`src/rtl/ovld_pkg.sv`:
```
package ovld_pkg;
  typedef enum logic [1:0] {
    EV_IDLE  = 2'd0,
    EV_LIMIT = 2'd1,
    EV_CLEAN = 2'd2
  } cyc_ev_t;
endpackage

```
`src/rtl/cycle_classifier.sv`:
```
module cycle_classifier
  import ovld_pkg::*;
(
  input  logic    cyc_stb,
  input  logic    ilim_hit,
  input  logic    armed,
  output cyc_ev_t ev
);
  always_comb begin
    ev = EV_IDLE;
    if (armed && cyc_stb) begin
      ev = ilim_hit ? EV_LIMIT : EV_CLEAN;
    end
  end
endmodule

```
`src/rtl/clean_run_tracker.sv`:
```
module clean_run_tracker
  import ovld_pkg::*;
#(
  parameter int CLEAN_LEN = 8
) (
  input  logic    clk,
  input  logic    rst,
  input  logic    flush,
  input  cyc_ev_t ev,
  output logic    run_done
);
  localparam int RUN_W = (CLEAN_LEN > 1) ? $clog2(CLEAN_LEN) : 1;
  localparam logic [RUN_W-1:0] LAST = RUN_W'(CLEAN_LEN - 1);

  logic [RUN_W-1:0] run_q;

  assign run_done = (ev == EV_CLEAN) && (run_q == LAST);

  always_ff @(posedge clk) begin
    if (rst || flush) begin
      run_q <= '0;
    end else begin
      case (ev)
        EV_LIMIT: run_q <= '0;
        EV_CLEAN: run_q <= run_done ? '0 : run_q + 1'b1;
        default:  run_q <= run_q;
      endcase
    end
  end
endmodule

```
`src/rtl/limit_accumulator.sv`:
```
module limit_accumulator
  import ovld_pkg::*;
#(
  parameter int FAULT_LIM = 256,
  localparam int CNT_W = $clog2(FAULT_LIM + 1)
) (
  input  logic             clk,
  input  logic             rst,
  input  logic             flush,
  input  cyc_ev_t          ev,
  input  logic             run_done,
  output logic [CNT_W-1:0] cnt,
  output logic             fault,
  output logic             fault_rise
);
  localparam logic [CNT_W-1:0] LIM_V  = CNT_W'(FAULT_LIM);
  localparam logic [CNT_W-1:0] LIM_M1 = CNT_W'(FAULT_LIM - 1);

  always_ff @(posedge clk) begin
    if (rst || flush) begin
      cnt        <= '0;
      fault      <= 1'b0;
      fault_rise <= 1'b0;
    end else begin
      fault_rise <= 1'b0;
      case (ev)
        EV_LIMIT: begin
          if (cnt != LIM_V) begin
            cnt <= cnt + 1'b1;
          end
          if (cnt == LIM_M1) begin
            fault      <= 1'b1;
            fault_rise <= 1'b1;
          end
        end
        EV_CLEAN: begin
          if (run_done) begin
            cnt <= '0;
          end
        end
        default: cnt <= cnt;
      endcase
    end
  end
endmodule

```
`src/rtl/ovld_fault_cnt.sv`:
```
module ovld_fault_cnt
  import ovld_pkg::*;
#(
  parameter int FAULT_LIM = 256,
  parameter int CLEAN_LEN = 8,
  localparam int CNT_W = $clog2(FAULT_LIM + 1)
) (
  input  logic             clk,
  input  logic             rst,
  input  logic             cyc_stb,
  input  logic             ilim_hit,
  input  logic             chan_en,
  input  logic             cnt_en,
  input  logic             clr,
  output logic             fault,
  output logic             fault_pulse,
  output logic [CNT_W-1:0] count
);
  cyc_ev_t ev;
  logic    armed;
  logic    flush;
  logic    run_done;

  assign flush = clr || !chan_en || !cnt_en;
  assign armed = !flush && !fault;

  cycle_classifier u_cls (
    .cyc_stb  (cyc_stb),
    .ilim_hit (ilim_hit),
    .armed    (armed),
    .ev       (ev)
  );

  clean_run_tracker #(.CLEAN_LEN(CLEAN_LEN)) u_run (
    .clk      (clk),
    .rst      (rst),
    .flush    (flush),
    .ev       (ev),
    .run_done (run_done)
  );

  limit_accumulator #(.FAULT_LIM(FAULT_LIM)) u_acc (
    .clk        (clk),
    .rst        (rst),
    .flush      (flush),
    .ev         (ev),
    .run_done   (run_done),
    .cnt        (count),
    .fault      (fault),
    .fault_rise (fault_pulse)
  );
endmodule

```
`config.mk`:
```
export PLATFORM = sky130hd
export DESIGN_NAME = ovld_fault_cnt
export DESIGN_NICKNAME = d
export VERILOG_FILES = /design/src/rtl/ovld_pkg.sv /design/src/rtl/cycle_classifier.sv /design/src/rtl/clean_run_tracker.sv /design/src/rtl/limit_accumulator.sv /design/src/rtl/ovld_fault_cnt.sv
export SDC_FILE = /design/constraint.sdc
export NUM_CORES = 1
export LEC_CHECK = 0
export ABC_CLOCK_PERIOD_IN_PS = 1700
export BUFFER_PORTS_ARGS = -buffer_cell sky130_fd_sc_hd__buf_2
export CAP_MARGIN = 20
export CORE_UTILIZATION = 49
export CTS_BUF_LIST = sky130_fd_sc_hd__clkbuf_4 sky130_fd_sc_hd__clkbuf_8
export DETAILED_ROUTE_END_ITERATION = 8
export PLACE_DENSITY = 0.77
export SYNTH_ARGS = -nofsm -noshare
export SYNTH_HDL_FRONTEND = slang
export SYNTH_SLANG_ARGS = --single-unit
```
`constraint.sdc`:
```
create_clock -name clk -period 1.7 [get_ports clk]
set_clock_uncertainty 0.2 [all_clocks]
set_input_delay 0.17 -clock clk [delete_from_list [all_inputs] [get_ports clk]]
set_output_delay 0.17 -clock clk [all_outputs]
set_load 0.1 [all_outputs]
```
### Word level (Yosys, flattened, before mapping)

Index checks and enable logic that the tools add are counted.

| word-level totals | value |
|---|---|
| register bits after elaboration | 14 |
| input bits | 7 |
| output and inout bits | 11 |
| word-level logic and storage cells | 36 |

| operators by class | value |
|---|---|
| add/subtract/negate cells | 2 |
| equal/unequal tests | 7 |
| multiplexer cells | 8 |
| bitwise logic cells | 1 |
| reduce and logical (&&, ||, !) cells | 14 |

Operators with widths:

| operator | number |
|---|---|
| two-way mux 9 bit | 2 |
| one-hot mux 9 bit (2 select lines) | 1 |
| adder 9 x 1 -> 9 bit (second input constant) | 1 |
| equality test 9 x 8 -> 1 bit (second input constant) | 1 |
| != test 9 bit (second input constant) | 1 |
| one-hot mux 3 bit (2 select lines) | 1 |
| zero test 1 bit | 4 |
| two-way mux 2 bit | 2 |
| adder 3 x 1 -> 3 bit (second input constant) | 1 |
| equality test 3 bit (second input constant) | 1 |
| logical AND 1 bit | 3 |
| logical OR 1 bit | 3 |
| two-way mux 3 bit | 1 |
| AND reduction 3 bit | 1 |
| equality test 2 x 1 -> 1 bit (second input constant) | 1 |
| equality test 2 bit (second input constant) | 1 |
| != test 2 x 1 -> 1 bit (second input constant) | 1 |
| != test 2 bit (second input constant) | 1 |
| AND reduction 2 bit | 1 |
| nonzero test 2 bit | 1 |
| OR reduction 2 bit | 1 |
| two-way mux 1 bit | 1 |
| inverter 1 bit | 1 |

### Logic depth before layout (Yosys ltp)

| logic depth | value |
|---|---|
| depth in word-level cells | 11 |
| depth in mapped cells | 7 |
| depth with buffers taken out | 7 |

### Cells and area by module

A second synthesis with hierarchy kept.

| second synthesis, totals | value |
|---|---|
| cells, all modules | 93 |
| area, all modules | 824.5 um^2 |

Modules (own cells, without submodules):

| module | times used | cells an instance | area each (um^2) | seq. area each (um^2) |
|---|---|---|---|---|
| limit_accumulator | 1 | 71 | 615.6 | 220.2 |
| clean_run_tracker | 1 | 18 | 172.7 | 60.1 |
| ovld_fault_cnt | 1 | 2 | 20.0 | 0.0 |
| cycle_classifier | 1 | 2 | 16.3 | 0.0 |

### Worst setup path before layout

Ideal clock, no wire load.

| timing | value |
|---|---|
| path kind | register -> register |
| start point | register u_acc.cnt[0] |
| end point | register u_acc.cnt[2] |
| library setup time | 122 ps |
| data arrival time | 2224 ps |
| required time | 1378 ps |
| setup slack | -845 ps |
| stages on the path, launching flop included | 7 |
| path buffers | 0 |
| clock period less this slack | 2545 ps |
| path through | dfxtp_1 inv_1 ha_1 nand4bb_1 nor3_1 o31a_1 a221o_1 |

| on the way | value |
|---|---|
| longest elaborated chain between the ends | 3 |
| elaborated cells on any way between the ends | 6 |
| those cells by class | add/sub (1); eq/ne (2); mux (2); reduce/logical (1) |

RTL lines:

| element | line | source |
|---|---|---|
| start, declared | limit_accumulator.sv:12 | `output logic [CNT_W-1:0] cnt,` |
| start signal, assigned | limit_accumulator.sv:29 | `cnt <= cnt + 1'b1;` |
| start signal, assigned | limit_accumulator.sv:41 | `default: cnt <= cnt;` |
| adder 9 x 1 -> 9 bit / != test 9 bit (equally long branches) | limit_accumulator.sv:29, limit_accumulator.sv:28 |  |
| two-way mux 9 bit / != test 2 x 1 -> 1 bit (equally long branches) | - |  |
| one-hot mux 9 bit (2 select lines) / AND reduction 3 bit (equally long branches) | - |  |

Several ways; a longest one is shown, not always the timed one. The select of a mux whose other input is x is not followed.
A chain may end at the register's enable or synchronous reset.

### Worst setup path after layout

| timing | value |
|---|---|
| start point | register u_acc.cnt[2] |
| end point | register u_acc.cnt[5] |

The elaborated chain is that of the path after synthesis.

==> impl_metrics.tcl <==
set metrics [dict create \
    ir_worst_vdd_uv 480 \
    rsz0062_at_grt "true" \
    end_kind "flop" \
    hp-start "cyc_stb" \
    crit_buf_inv 1 \
    cpPeakStageDelay_ns 0.55 \
    vias_per_cell 6.25 \
    cp_slowest_cell "or4_4" \
    wl_met3_microns 274 \
    r2r_setup_slack_ns -0.20 \
    ff2ff_path_depth 4 \
    hold_viol 1 \
    die_w_microns 41.7 \
    synthSimpleGateAreaFrac 0.339 \
    synth_top_family_by_area "simple AND/OR/NAND/NOR gates" \
    grt_pass1_wl_microns 3750 \
    drtIter0Drc 32 \
    worstSetupPathType "reg2reg" \
    start_util 0.557 \
    maxCapViolations 0 \
    syn2layout_area_growth_pct 50.6 \
    worstReg2RegEnd "u_acc.cnt[5]" \
    synthAdderAreaFrac 0.0812 \
    relSlewSlack 0.653 \
    cts.sinks 14 \
    hp-class "in2reg" \
    status "finished with violations" \
    layout_setup_ws_ns -0.200 \
    avgSynthCellArea_sq_um 8.66 \
    cts_buffer_depth 2 \
    avgRoutedWirePerCell_microns 16.5 \
    clkTransAtPathRegs_ns 0.10 \
    hold_depth 4 \
    final_nets 143 \
    setup_viol 10 \
    synth_nets 101 \
    highest_layer "met4" \
    synth-xor-area-share 0 \
    place_hpwl_microns 1530 \
    num_vias 906 \
    drive_above_1_share 0.492 \
    ys_seq_area_frac 0.364 \
    wl_met1_microns 913 \
    wirelength_microns 2400 \
    place_inst 138 \
    gp_congestion 0.827 \
    grt.overflow.total 0 \
    holdWs_ns -0.00125 \
    violations "hold timing, setup timing" \
    synth_top_area_share 0.364 \
    p_per_area_nw_per_um2 502 \
    cp_max_fo 5 \
    synth_largest_area_cell "dfxtp_1" \
    die_area_sq_um 1740 \
    yosys-top-cells-area "dfxtp_1 36%, ha_1 8.1%, a221o_1 6.5%, nor2_1 4.4%, nand2_1 3.9%" \
    drv_slew 0 \
    cp-start-kind "flop" \
    antenna_cells 0 \
    cts_root_buf "clkbuf_4" \
    cp.arrival_ns 1.89 \
    synth_compound_area_frac 0.187 \
    grt_usage 0.282 \
    yosys.cell_types.count 28 \
    cp_cell_sequence "or4_4 > o211a_4 > buf_12 > a221o_1" \
    post-route-drc-count 0 \
    muxShareOfSynthArea 0 \
    core_area_sq_um 1380 \
    critical_path.top_delay_family "compound AO/OA/AOI/OAI gates" \
    ys_ff_latch 14 \
    cts_buffers 3 \
    yosys_warnings 0 \
    ctsHoldBuffers 0 \
    r2r-start "u_acc.cnt[2]" \
    row_count 13 \
    grt_pass1_vias 827 \
    final_cells 145 \
    finalPower_w 0.000583 \
    grt_max_degree 9 \
    antenna_found_initial 0 \
    worst_slew_pin_slew_ns 0.519 \
    met2WireLength_microns 1120 \
    htreeDepth 1 \
    syn_inst 89 \
    first_pass_iters 5 \
    pin_count 18 \
    period_minus_slack_ns 1.90 \
    synth_area_sq_um 771 \
    port_buffers 17 \
    dp_slack_ns -0.179 \
    chipHeight_microns 41.7 \
    clk_latency_ns 0.29 \
    fin_crit_sh 1.12 \
    tritoncts "built" \
    worst_hold_path.endpoint "u_run.run_q[0]" \
    clock.fmax_mhz 526 \
    ant_nets 0 \
    p_leak_nw 0.516 \
    worstPathRequired_ns 1.69 \
]
-- synth_stat cells --
cell type and n:
nand4bb_1 1, a221o_1 5, or3_1 1, nand2_1 8
nor2b_1 2, dfxtp_1 14, a211oi_1 1, nand4_1 1
nor2_1 9, or2_2 2, nor3_1 2, nand3_1 5
nor4bb_1 1, ha_1 5, o211a_4 1, or2_0 1
nand4b_1 1, o31a_1 1, and3b_1 2, o21ai_0 2
nand3b_1 3, or4_4 1, a31oi_1 2, inv_1 6
a22o_1 2, and3_1 4, nand2b_1 2, a21oi_1 4
-- report_power, final --
part           internal, W  leakage [nW]  total (W)  switching [W]
combinational    0.0000171         0.378  0.0000389      0.0000218
sequential        0.000316         0.120   0.000317   0.0000000949
clock             0.000107        0.0184   0.000227       0.000120
total             0.000441         0.516   0.000583       0.000142
-- placed cells by master, fill, tap and decap left out, types with 2 or more instances in the layout --
| master | instances |
|---|---|
| dfxtp_4 | 7 |
| a221o_1 | 5 |
| nor2b_1 | 2 |
| nand3b_1 | 3 |
| nand2_1 | 8 |
| a21oi_1 | 4 |
| clkbuf_4 | 4 |
| and3b_1 | 2 |
| dfxtp_1 | 4 |
| dfxtp_2 | 3 |
| inv_2 | 2 |
| nor3_1 | 2 |
| buf_4 | 17 |
| nand3_1 | 3 |
| buf_2 | 17 |
| o21ai_0 | 2 |
| ha_2 | 2 |
| a22o_1 | 2 |
| nor2_1 | 8 |
| buf_6 | 2 |
| a31oi_1 | 2 |
| and3_1 | 4 |
| inv_1 | 4 |
| nand2b_1 | 2 |
| ha_1 | 2 |
-- sequential cells by signal (all words and copies together), names as in the netlist --
name	flops
u_acc.fault	1
u_acc.cnt	9
u_run.run_q	3
u_acc.fault_rise	1
-- metal layers --
metal	up-vias	global-route usage
met4	0	0.123
li1	410	-
met5	-	0
met2	68	0.494
met3	13	0.0261
met1	415	0.348
-- how the worst max path moves through the flow --
stage / from / endpoint / slack [ns] / cells after the start
finish: u_acc.cnt[2] / u_acc.cnt[5] / -0.20 / 4
global route: u_acc.cnt[2] / u_acc.cnt[0] / -0.24 / 4
global placement: u_acc.cnt[2] / u_acc.cnt[3] / -0.16 / 4
floorplan: u_acc.cnt[2] / u_acc.cnt[2] / -0.30 / 4
detailed placement: u_acc.cnt[2] / u_acc.cnt[3] / -0.18 / 4
CTS: u_acc.cnt[2] / u_acc.cnt[3] / -0.20 / 4
-- kinds of logic after synthesis --
group                      Yosys count
and+or+nand+nor                     46
AOI/OAI and AO/OA                   18
DFF                                 14
buffers and inverters                6
adders and majority gates            5
-- through the flow --
step | TNS, ns | area, sq um | util | hold WS (ns)
CTS | -1.34 | 1150 | 0.829 | 0.00841
detailed placement | -1.34 | 1060 | 0.768 | 0.257
finish | -1.54 | 1160 | 0.840 | -0.00125
global route | -1.95 | 1160 | 0.840 | 0.0219
global placement | -1.09 | 1060 | 0.768 | 0.242
floorplan | -1.97 | 818 | - | 0.119
-- worst min-delay path, cell delays in order --
cell,delay [ns]
buf_2,0.09
nand2b_1,0.07
nand2_1,0.06
a21oi_1,0.05
-- what timing repair did --
action | 4_1_cts | 5_1_grt
pin swaps | 7 | 3
setup buffers | 2 | 1
setup endpoints to repair | 10 | 10
gates resized for setup | 8 | 1
hold endpoints to repair | 0 | 0
cloned | 0 | 0
-- area by class of cell --
class,instances,area (sq um)
multi-input cells,69,524
flip-flops and latches,14,310
repair buffers,37,255
fillers,82,221
clock buffers,4,30.0
inverters,6,22.5
well taps,15,18.8
No activity file was read; power rests on OpenSTA's default activity.
